**src/rtl/symdec_pkg.sv**
```systemverilog
package symdec_pkg;
  localparam int SYM_W = 5;
  localparam int NIB_W = 4;
  localparam int PAIR_W = 2 * SYM_W;

  localparam logic [SYM_W-1:0] SYM_J = 5'b11000;
  localparam logic [SYM_W-1:0] SYM_K = 5'b10001;
  localparam logic [SYM_W-1:0] SYM_T = 5'b01101;
  localparam logic [SYM_W-1:0] SYM_R = 5'b00111;
  localparam logic [NIB_W-1:0] PRE_NIB = 4'b0101;

  typedef struct packed {
    logic             bad;
    logic [NIB_W-1:0] nib;
  } nib_t;

  function automatic nib_t sym_to_nib(input logic [SYM_W-1:0] code);
    nib_t r;
    r.bad = 1'b0;
    case (code)
      5'b11110: r.nib = 4'h0;
      5'b01001: r.nib = 4'h1;
      5'b10100: r.nib = 4'h2;
      5'b10101: r.nib = 4'h3;
      5'b01010: r.nib = 4'h4;
      5'b01011: r.nib = 4'h5;
      5'b01110: r.nib = 4'h6;
      5'b01111: r.nib = 4'h7;
      5'b10010: r.nib = 4'h8;
      5'b10011: r.nib = 4'h9;
      5'b10110: r.nib = 4'hA;
      5'b10111: r.nib = 4'hB;
      5'b11010: r.nib = 4'hC;
      5'b11011: r.nib = 4'hD;
      5'b11100: r.nib = 4'hE;
      5'b11101: r.nib = 4'hF;
      default: begin
        r.nib = '0;
        r.bad = 1'b1;
      end
    endcase
    return r;
  endfunction
endpackage

```
**src/rtl/sym_shift_align.sv**
```systemverilog
module sym_shift_align
  import symdec_pkg::*;
#(
  parameter int IDLE_BITS = 10
) (
  input  logic             clk,
  input  logic             rst,
  input  logic             bit_in,
  output logic [SYM_W-1:0] sym,
  output logic             jk_hit
);
  localparam int WIN = IDLE_BITS + PAIR_W;
  localparam logic [PAIR_W-1:0] JK_PAT = {SYM_J, SYM_K};

  logic [WIN-1:0] win_q;

  always_ff @(posedge clk) begin
    if (rst) win_q <= '0;
    else     win_q <= {win_q[WIN-2:0], bit_in};
  end

  assign sym    = win_q[SYM_W-1:0];
  assign jk_hit = (win_q[PAIR_W-1:0] == JK_PAT) && (&win_q[WIN-1:PAIR_W]);
endmodule

```
**src/rtl/sym_slot_timer.sv**
```systemverilog
module sym_slot_timer
  import symdec_pkg::*;
(
  input  logic clk,
  input  logic rst,
  input  logic start,
  input  logic run,
  output logic slot
);
  localparam int CNT_W = $clog2(SYM_W);
  localparam logic [CNT_W-1:0] LAST = CNT_W'(SYM_W - 1);

  logic [CNT_W-1:0] cnt_q;

  always_ff @(posedge clk) begin
    if (rst) begin
      cnt_q <= '0;
      slot  <= 1'b0;
    end else if (start) begin
      cnt_q <= CNT_W'(1);
      slot  <= 1'b0;
    end else if (run) begin
      if (cnt_q == LAST) begin
        cnt_q <= '0;
        slot  <= 1'b1;
      end else begin
        cnt_q <= cnt_q + CNT_W'(1);
        slot  <= 1'b0;
      end
    end else begin
      cnt_q <= '0;
      slot  <= 1'b0;
    end
  end
endmodule

```
**src/rtl/sym_lookup.sv**
```systemverilog
module sym_lookup
  import symdec_pkg::*;
(
  input  logic [SYM_W-1:0] code,
  output nib_t             dec
);
  always_comb dec = sym_to_nib(code);
endmodule

```
**src/rtl/rx_sym_framer.sv**
```systemverilog
module rx_sym_framer
  import symdec_pkg::*;
#(
  parameter int IDLE_BITS = 10
) (
  input  logic             clk,
  input  logic             rst,
  input  logic             bit_in,
  input  logic             link_ok,
  input  logic             sig_det,
  output logic [NIB_W-1:0] rxd,
  output logic             rx_dv,
  output logic             rx_err,
  output logic             rx_stb
);
  logic [SYM_W-1:0] sym;
  logic             jk_hit;
  logic             slot;
  logic             in_frame;
  logic             pend_t;
  logic             line_ok;
  logic             start;
  nib_t             dec;
  nib_t             held;

  assign line_ok = link_ok & sig_det;
  assign start   = !in_frame && jk_hit && line_ok;

  sym_shift_align #(.IDLE_BITS(IDLE_BITS)) u_align (
    .clk   (clk),
    .rst   (rst),
    .bit_in(bit_in),
    .sym   (sym),
    .jk_hit(jk_hit)
  );

  sym_slot_timer u_timer (
    .clk  (clk),
    .rst  (rst),
    .start(start),
    .run  (in_frame),
    .slot (slot)
  );

  sym_lookup u_lut (
    .code(sym),
    .dec (dec)
  );

  always_ff @(posedge clk) begin
    if (rst) begin
      in_frame <= 1'b0;
      pend_t   <= 1'b0;
      held     <= '0;
      rx_dv    <= 1'b0;
      rx_stb   <= 1'b0;
      rx_err   <= 1'b0;
      rxd      <= '0;
    end else begin
      rx_stb <= 1'b0;
      if (!in_frame) begin
        if (start) begin
          in_frame <= 1'b1;
          pend_t   <= 1'b0;
          held     <= '{bad: 1'b0, nib: PRE_NIB};
          rx_dv    <= 1'b1;
          rx_stb   <= 1'b1;
          rx_err   <= 1'b0;
          rxd      <= PRE_NIB;
        end
      end else if (!line_ok) begin
        in_frame <= 1'b0;
        pend_t   <= 1'b0;
        rx_dv    <= 1'b0;
      end else if (slot) begin
        if (pend_t && (sym == SYM_R)) begin
          in_frame <= 1'b0;
          pend_t   <= 1'b0;
          rx_dv    <= 1'b0;
        end else begin
          rx_stb <= 1'b1;
          if (pend_t) begin
            rxd    <= '0;
            rx_err <= 1'b1;
          end else begin
            rxd    <= held.nib;
            rx_err <= held.bad;
          end
          if (sym == SYM_T) begin
            pend_t <= 1'b1;
          end else begin
            pend_t <= 1'b0;
            held   <= dec;
          end
        end
      end
    end
  end
endmodule

```
**config.mk**
```make
export PLATFORM = sky130hd
export DESIGN_NAME = rx_sym_framer
export DESIGN_NICKNAME = d
export VERILOG_FILES = /design/src/rtl/symdec_pkg.sv /design/src/rtl/sym_shift_align.sv /design/src/rtl/sym_slot_timer.sv /design/src/rtl/sym_lookup.sv /design/src/rtl/rx_sym_framer.sv
export SDC_FILE = /design/constraint.sdc
export NUM_CORES = 1
export LEC_CHECK = 0
export BUFFER_PORTS_ARGS = -buffer_cell sky130_fd_sc_hd__buf_2
export CORE_MARGIN = 3
export CORE_UTILIZATION = 55
export DETAILED_ROUTE_END_ITERATION = 8
export PLACE_DENSITY = 0.76
export SLEW_MARGIN = 25
export SYNTH_ARGS = -nofsm -noshare
export SYNTH_HDL_FRONTEND = slang
export SYNTH_SLANG_ARGS = --single-unit
```
**constraint.sdc**
```tcl
create_clock -name clk -period 2 [get_ports clk]
set_clock_uncertainty 0.05 [all_clocks]
set_input_delay 0.2 -clock clk [delete_from_list [all_inputs] [get_ports clk]]
set_output_delay 0.2 -clock clk [all_outputs]
set_load 0.03 [all_outputs]
```
# [Word-level counts from Yosys, hierarchy flattened]
# Index checks and enable logic that the tools add are counted.
# Widths: inputs -> output; s select.
[word_totals] reg_bits=38 out_inout_bits=7 in_bits=5
[classes] n_bitwise=2 addsub=1 muxes=42 n_reduce_logical=14 eq_ne=26
[op_table] cell="$pmux 4 s15" n=1
[op_table] cell="$eq 5x5->1 const B" n=11
[op_table] cell="$eq 5x4->1 const B" n=6
[op_table] cell="$mux 5" n=6
[op_table] cell="$mux 1" n=29
[op_table] cell="$mux 4" n=6
[op_table] cell="$reduce_or 16->1" n=1
[op_table] cell="$eq 10x10->1 const B" n=1
[op_table] cell="$reduce_and 10->1" n=1
[op_table] cell="$ne 3x2->1 const B" n=2
[op_table] cell="$eq 5x3->1 const B" n=1
[op_table] cell="$reduce_and 5->1" n=1
[op_table] cell="$logic_and 1x1->1" n=4
[op_table] cell="$ne 2x1->1 const B" n=2
[op_table] cell="$ne 2x2->1 const B" n=2
[op_table] cell="$reduce_and 4->1" n=1
[op_table] cell="$reduce_or 4->1" n=1
[op_table] cell="$add 3x1->3 const B" n=1
[op_table] cell="$eq 3x3->1 const B" n=1
[op_table] cell="$reduce_and 3->1" n=1
[op_table] cell="$reduce_or 3->1" n=1
[op_table] cell="$reduce_and 2->1" n=1
[op_table] cell="$reduce_bool 2->1" n=1
[op_table] cell="$and 1x1->1" n=1
[op_table] cell="other kinds (2)" n=2

# [Longest topological paths before layout]
[depth] depth_word=8 mapped_depth=6

# [Cells and area by module]
# A second synthesis with hierarchy kept.
[hier_totals] cells_unflattened=168 area_unflattened_um2=1621.6
[modules_own_cells] module="rx_sym_framer" instances=1 area_per_inst_um2=704.4 cells_per_inst=76
[modules_own_cells] module="sym_shift_align" instances=1 area_per_inst_um2=629.4 cells_per_inst=54
[modules_own_cells] module="sym_slot_timer" instances=1 area_per_inst_um2=163.9 cells_per_inst=18
[modules_own_cells] module="sym_lookup" instances=1 area_per_inst_um2=123.9 cells_per_inst=20

# [Worst setup path after synthesis]
# OpenSTA, ideal clock, no wires.
[synth_timing] kind="register -> register" startpoint="register u_align.win_q[2]" endpoint="register held[3] (netlist name)" t_arrival_ns=1.651 setup_slack_ns=0.183 required_time_ns=1.834 path_stages_with_launch=7 path_cell_list="dfxtp_1 > buf_6 > or4b_4 > nor3_4 > nand3_2 > and2_4 > a31o_2"
[synth_between] elab_chain_len=7
[synth_lines] item="start, declared" line_no="sym_shift_align.sv:15" source="logic [WIN-1:0] win_q;"
[synth_lines] item="start signal, assigned" line_no="sym_shift_align.sv:19" source="else win_q <= {win_q[WIN-2:0], bit_in};"
[synth_lines] item="$eq 5x5->1 / $eq 5x4->1 (equally long branches)" line_no="symdec_pkg.sv:20" source="case (code)"
[synth_lines] item="$pmux 4 s15" line_no="symdec_pkg.sv:20"
[synth_lines] item="$mux 5" line_no="rx_sym_framer.sv:89" source="if (sym == SYM_T) begin"
[synth_lines] item="$mux 5" line_no="rx_sym_framer.sv:76" source="if (pend_t && (sym == SYM_R)) begin"
[synth_lines] item="$mux 5" line_no="rx_sym_framer.sv:75" source="end else if (slot) begin"
[synth_lines] item="$mux 5" line_no="rx_sym_framer.sv:71" source="end else if (!line_ok) begin"
[synth_lines] item="$mux 5" line_no="rx_sym_framer.sv:61" source="if (!in_frame) begin"
[synth_lines] item="end signal, assigned" line_no="rx_sym_framer.sv:65" source="held <= '{bad: 1'b0, nib: PRE_NIB};"
[synth_lines] item="end, declared" line_no="rx_sym_framer.sv:24" source="nib_t held;"
# Several ways; a longest one is shown, not always the timed one. The select of a mux whose other input is x is not followed.
# A chain may end at the register's enable or synchronous reset.

# [Worst setup path in the final report]
[layout_timing] startpoint="register u_align.win_q[2]" endpoint="register rxd[1]"
[layout_between] elab_chain_len=6
[layout_lines] item="$eq 10x10->1" line_no="sym_shift_align.sv:23" source="assign jk_hit = (win_q[PAIR_W-1:0] == JK_PAT) && (&win_q[WIN-1:PAIR_W]);"
[layout_lines] item="$logic_and 1x1->1" line_no="sym_shift_align.sv:23"
[layout_lines] item="$logic_and 1x1->1 (2 in a row)" line_no="rx_sym_framer.sv:27" source="assign start = !in_frame && jk_hit && line_ok;"
[layout_lines] item="$reduce_bool 2->1 (no line)"
[layout_lines] item="$reduce_and 4->1 (no line) (*)"
[layout_lines] item="end signal, assigned" line_no="rx_sym_framer.sv:86" source="rxd <= held.nib;"
[layout_lines] item="end, declared" line_no="rx_sym_framer.sv:11" source="output logic [NIB_W-1:0] rxd,"
# Mark *: on every way between the ends. The rest lies on a longest branch, timed or not.

==> results.json <==
{
  "max_freq_mhz": 522,
  "antenna_found_initial": 0,
  "setup_violations": 0,
  "port_buffers": 11,
  "final_nets": 187,
  "cts_max_level": 2,
  "synth_ff_type": "dfxtp_1",
  "min_period_ns": 1.92,
  "io_pins": 12,
  "drcViolationCount": 0,
  "crit_path_cell_trace": "or4b_4 -> nor3_4 -> a21oi_1 -> nor4b_2 -> a32o_1",
  "rsz0062_at_grt": "no",
  "finalSetupTns_ns": 0,
  "critical_path_arrival_ns": 2.15,
  "clk-insertion-delay-late_ns": 0.34,
  "path_max_fanout": 9,
  "place_area_mm2": 0.00163,
  "numCtsBuffers": 5,
  "regArea_um2": 761,
  "drt_wl_total_um": 2830,
  "worst_slew_pin_slew_ns": 0.313,
  "yosys.area.top_type": "dfxtp_1",
  "multi_input_area_um2": 694,
  "rows": 18,
  "grt_max_degree": 31,
  "total_power_mw": 1.15,
  "die-height_um": 58.5,
  "powerDensity_mw_per_mm2": 679,
  "cts_sinks": 38,
  "cts_tree": "done",
  "worstHoldEndpoint": "held[4]",
  "synth_warnings": 0,
  "clk_pin_slew_worst_paths_ns": 0.10,
  "overflow": 0,
  "antenna_left": 0,
  "ir_drop_mv": 0.642,
  "fill_cells": 214,
  "dieWidth_um": 58.5,
  "cap_violations": 0,
  "cts_max_path_buffers": 2,
  "layout-drive-gt1-share_pct": 18.9,
  "area_delta_synth_final_pct": 11.8,
  "status": "complete, no violations",
  "synth.area.top_cells": "dfxtp_1, nor2b_1, a21oi_1",
  "drt_pass1_iterations": 5,
  "place_congestion": 0.802,
  "rr_endpoint": "rxd[1]",
  "whs_path_depth": 4,
  "synth_edf_count": 0,
  "synth_seq_cells": 38,
  "netlist_area_mm2": 0.00151,
  "grtUsageTotal_pct": 19.3,
  "leakage_nw": 0.634,
  "slew_headroom_pct": 78.9,
  "n_antenna_cell": 0,
  "hp-class": "in -> reg",
  "initial_core_util_pct": 59.5,
  "yosysTopAreaCellShare_pct": 50.2,
  "synth-seq-area-share_pct": 50.2,
  "core_mm2": 0.00254,
  "worstSetupEndpointType": "flip-flop",
  "start_kind": "flip-flop",
  "fin_hold_ws_ns": 0.195,
  "synth.distinct_cells": 43,
  "final_area_mm2": 0.00169,
  "reg2reg_setup_slack_ns": 0.08,
  "min_from": "rst",
  "drv_slew": 0,
  "dp_hpwl_um": 2040,
  "wl_per_cell_um": 13.5,
  "slowest_stage": "or4b_4",
  "grt_pass1_wl_um": 4890,
  "hold_violations": 0,
  "synth_cells": 160,
  "grt_pass1_vias": 1115,
  "slowest_delay_ns": 0.57,
  "vias": 1185,
  "worstReg2RegStart": "u_align.win_q[2]",
  "ys_async_sr_fraction_pct": 0,
  "synth_area_per_cell_um2": 9.46,
  "crit_required_ns": 2.24,
  "drt-vias-per-instance": 5.64,
  "root_buffer": "clkbuf_4",
  "critPathKind": "reg -> reg",
  "drtIter0Drc": 41,
  "dieArea_mm2": 0.00342,
  "finalCritPeriodShare_pct": 95.8,
  "reg2regPathDepth": 5,
  "syn_nets": 167
}
## per-stage QoR
stage / setup slack [ns] / cells / util [%]
after global placement: 0.175 / 202 / 64.1
after detailed placement: 0.0940 / 202 / 64.1
after CTS: 0.0746 / 210 / 66.3
final: 0.0842 / 210 / 66.5
after floorplan: 0.183 / 160 / -
after global routing: 0.00256 / 210 / 66.5
## sequential cells by signal, indices dropped and copies added (netlist names)
name	cells
u_align.win_q	20
held	5
rxd	4
u_timer.cnt_q	3
in_frame	1
pend_t	1
rx_dv	1
rx_err	1
rx_stb	1
u_timer.slot	1
## how the worst max path moves through the flow
stage,startpoint,end,cells after the start
floorplan,u_align.win_q[2],held[3],6
global placement,u_align.win_q[2],rxd[1],5
detailed placement,u_align.win_q[2],rxd[1],5
CTS,u_align.win_q[2],rxd[1],5
global route,u_align.win_q[2],rxd[3],5
finish,u_align.win_q[2],rxd[1],5
## power by group
group | switching (mW) | internal [mW]
clock network | 0.220 | 0.132
registers | 0.00254 | 0.759
logic | 0.0224 | 0.0135
total | 0.245 | 0.905
## repair_timing
action | CTS | global route
hold endpoints to repair | 1 | 0
setup buffers | 0 | 0
resized for setup | 0 | 1
hold buffers | 1 | 0
setup endpoints to repair | 0 | 3
## placed cells by master, fill, tap and decap left out, types with 2 or more instances in the layout
master / netlist / final
nand4_1: 5 / 5
inv_1: 8 / 8
nand2_1: 12 / 12
a32o_1: 2 / 2
a211oi_1: 2 / 2
ha_1: 2 / 2
dfxtp_1: 38 / 38
buf_2: 1 / 11
o21ai_0: 9 / 9
xnor2_1: 2 / 2
clkbuf_4: 0 / 5
buf_4: 0 / 8
nor2_1: 9 / 9
clkbuf_1: 4 / 2
nor3_1: 2 / 2
a21oi_1: 12 / 12
nor2b_1: 19 / 19
nand3_1: 6 / 6
## cell usage after synthesis, types with 2 or more instances
| cell type | instances |
|---|---|
| a32o_1 | 2 |
| nor3_1 | 2 |
| clkbuf_1 | 4 |
| dfxtp_1 | 38 |
| xnor2_1 | 2 |
| ha_1 | 2 |
| nand2_1 | 12 |
| a211oi_1 | 2 |
| inv_1 | 8 |
| nor2_1 | 9 |
| o21ai_0 | 9 |
| nor2b_1 | 19 |
| nand4_1 | 5 |
| nand3_1 | 6 |
| a21oi_1 | 12 |
## layer usage
metal / part of all wire (%) / vias to the layer above / track usage [%]
li1: - / 603 / -
met1: 49 / 553 / 25.1
met2: 44 / 24 / 27.8
met3: 5.3 / 5 / 5.26
met4: 2.1 / 0 / 12.9
met5: 0 / - / 0
## layout make-up
class                   count  area share, %
multi-input cells         107           41.0
well taps                  30           2.22
repair buffers             20           7.39
inverters                   8           1.77
flip-flops and latches     38           44.9
clock buffers               7           2.66
## critical path: cells and delay by family (launching register included)
family / cells / cell delay (ns)
compound gates: 2 / 0.33
simple gates: 3 / 1.09
flops: 1 / 0.39
## kinds of logic (layout without fill, tap and decap cells)
group | after synthesis | in the layout | synth area share [%]
AOI/OAI and AO/OA | 36 | 36 | 16.0
DFF | 38 | 38 | 50.2
xor gates and xnor gates | 3 | 3 | 1.74
adders and majority gates | 2 | 2 | 1.65
buffers and inverters | 15 | 35 | 4.30
and+or+nand+nor | 66 | 66 | 26.0
(Power assumes the default switching activity.)
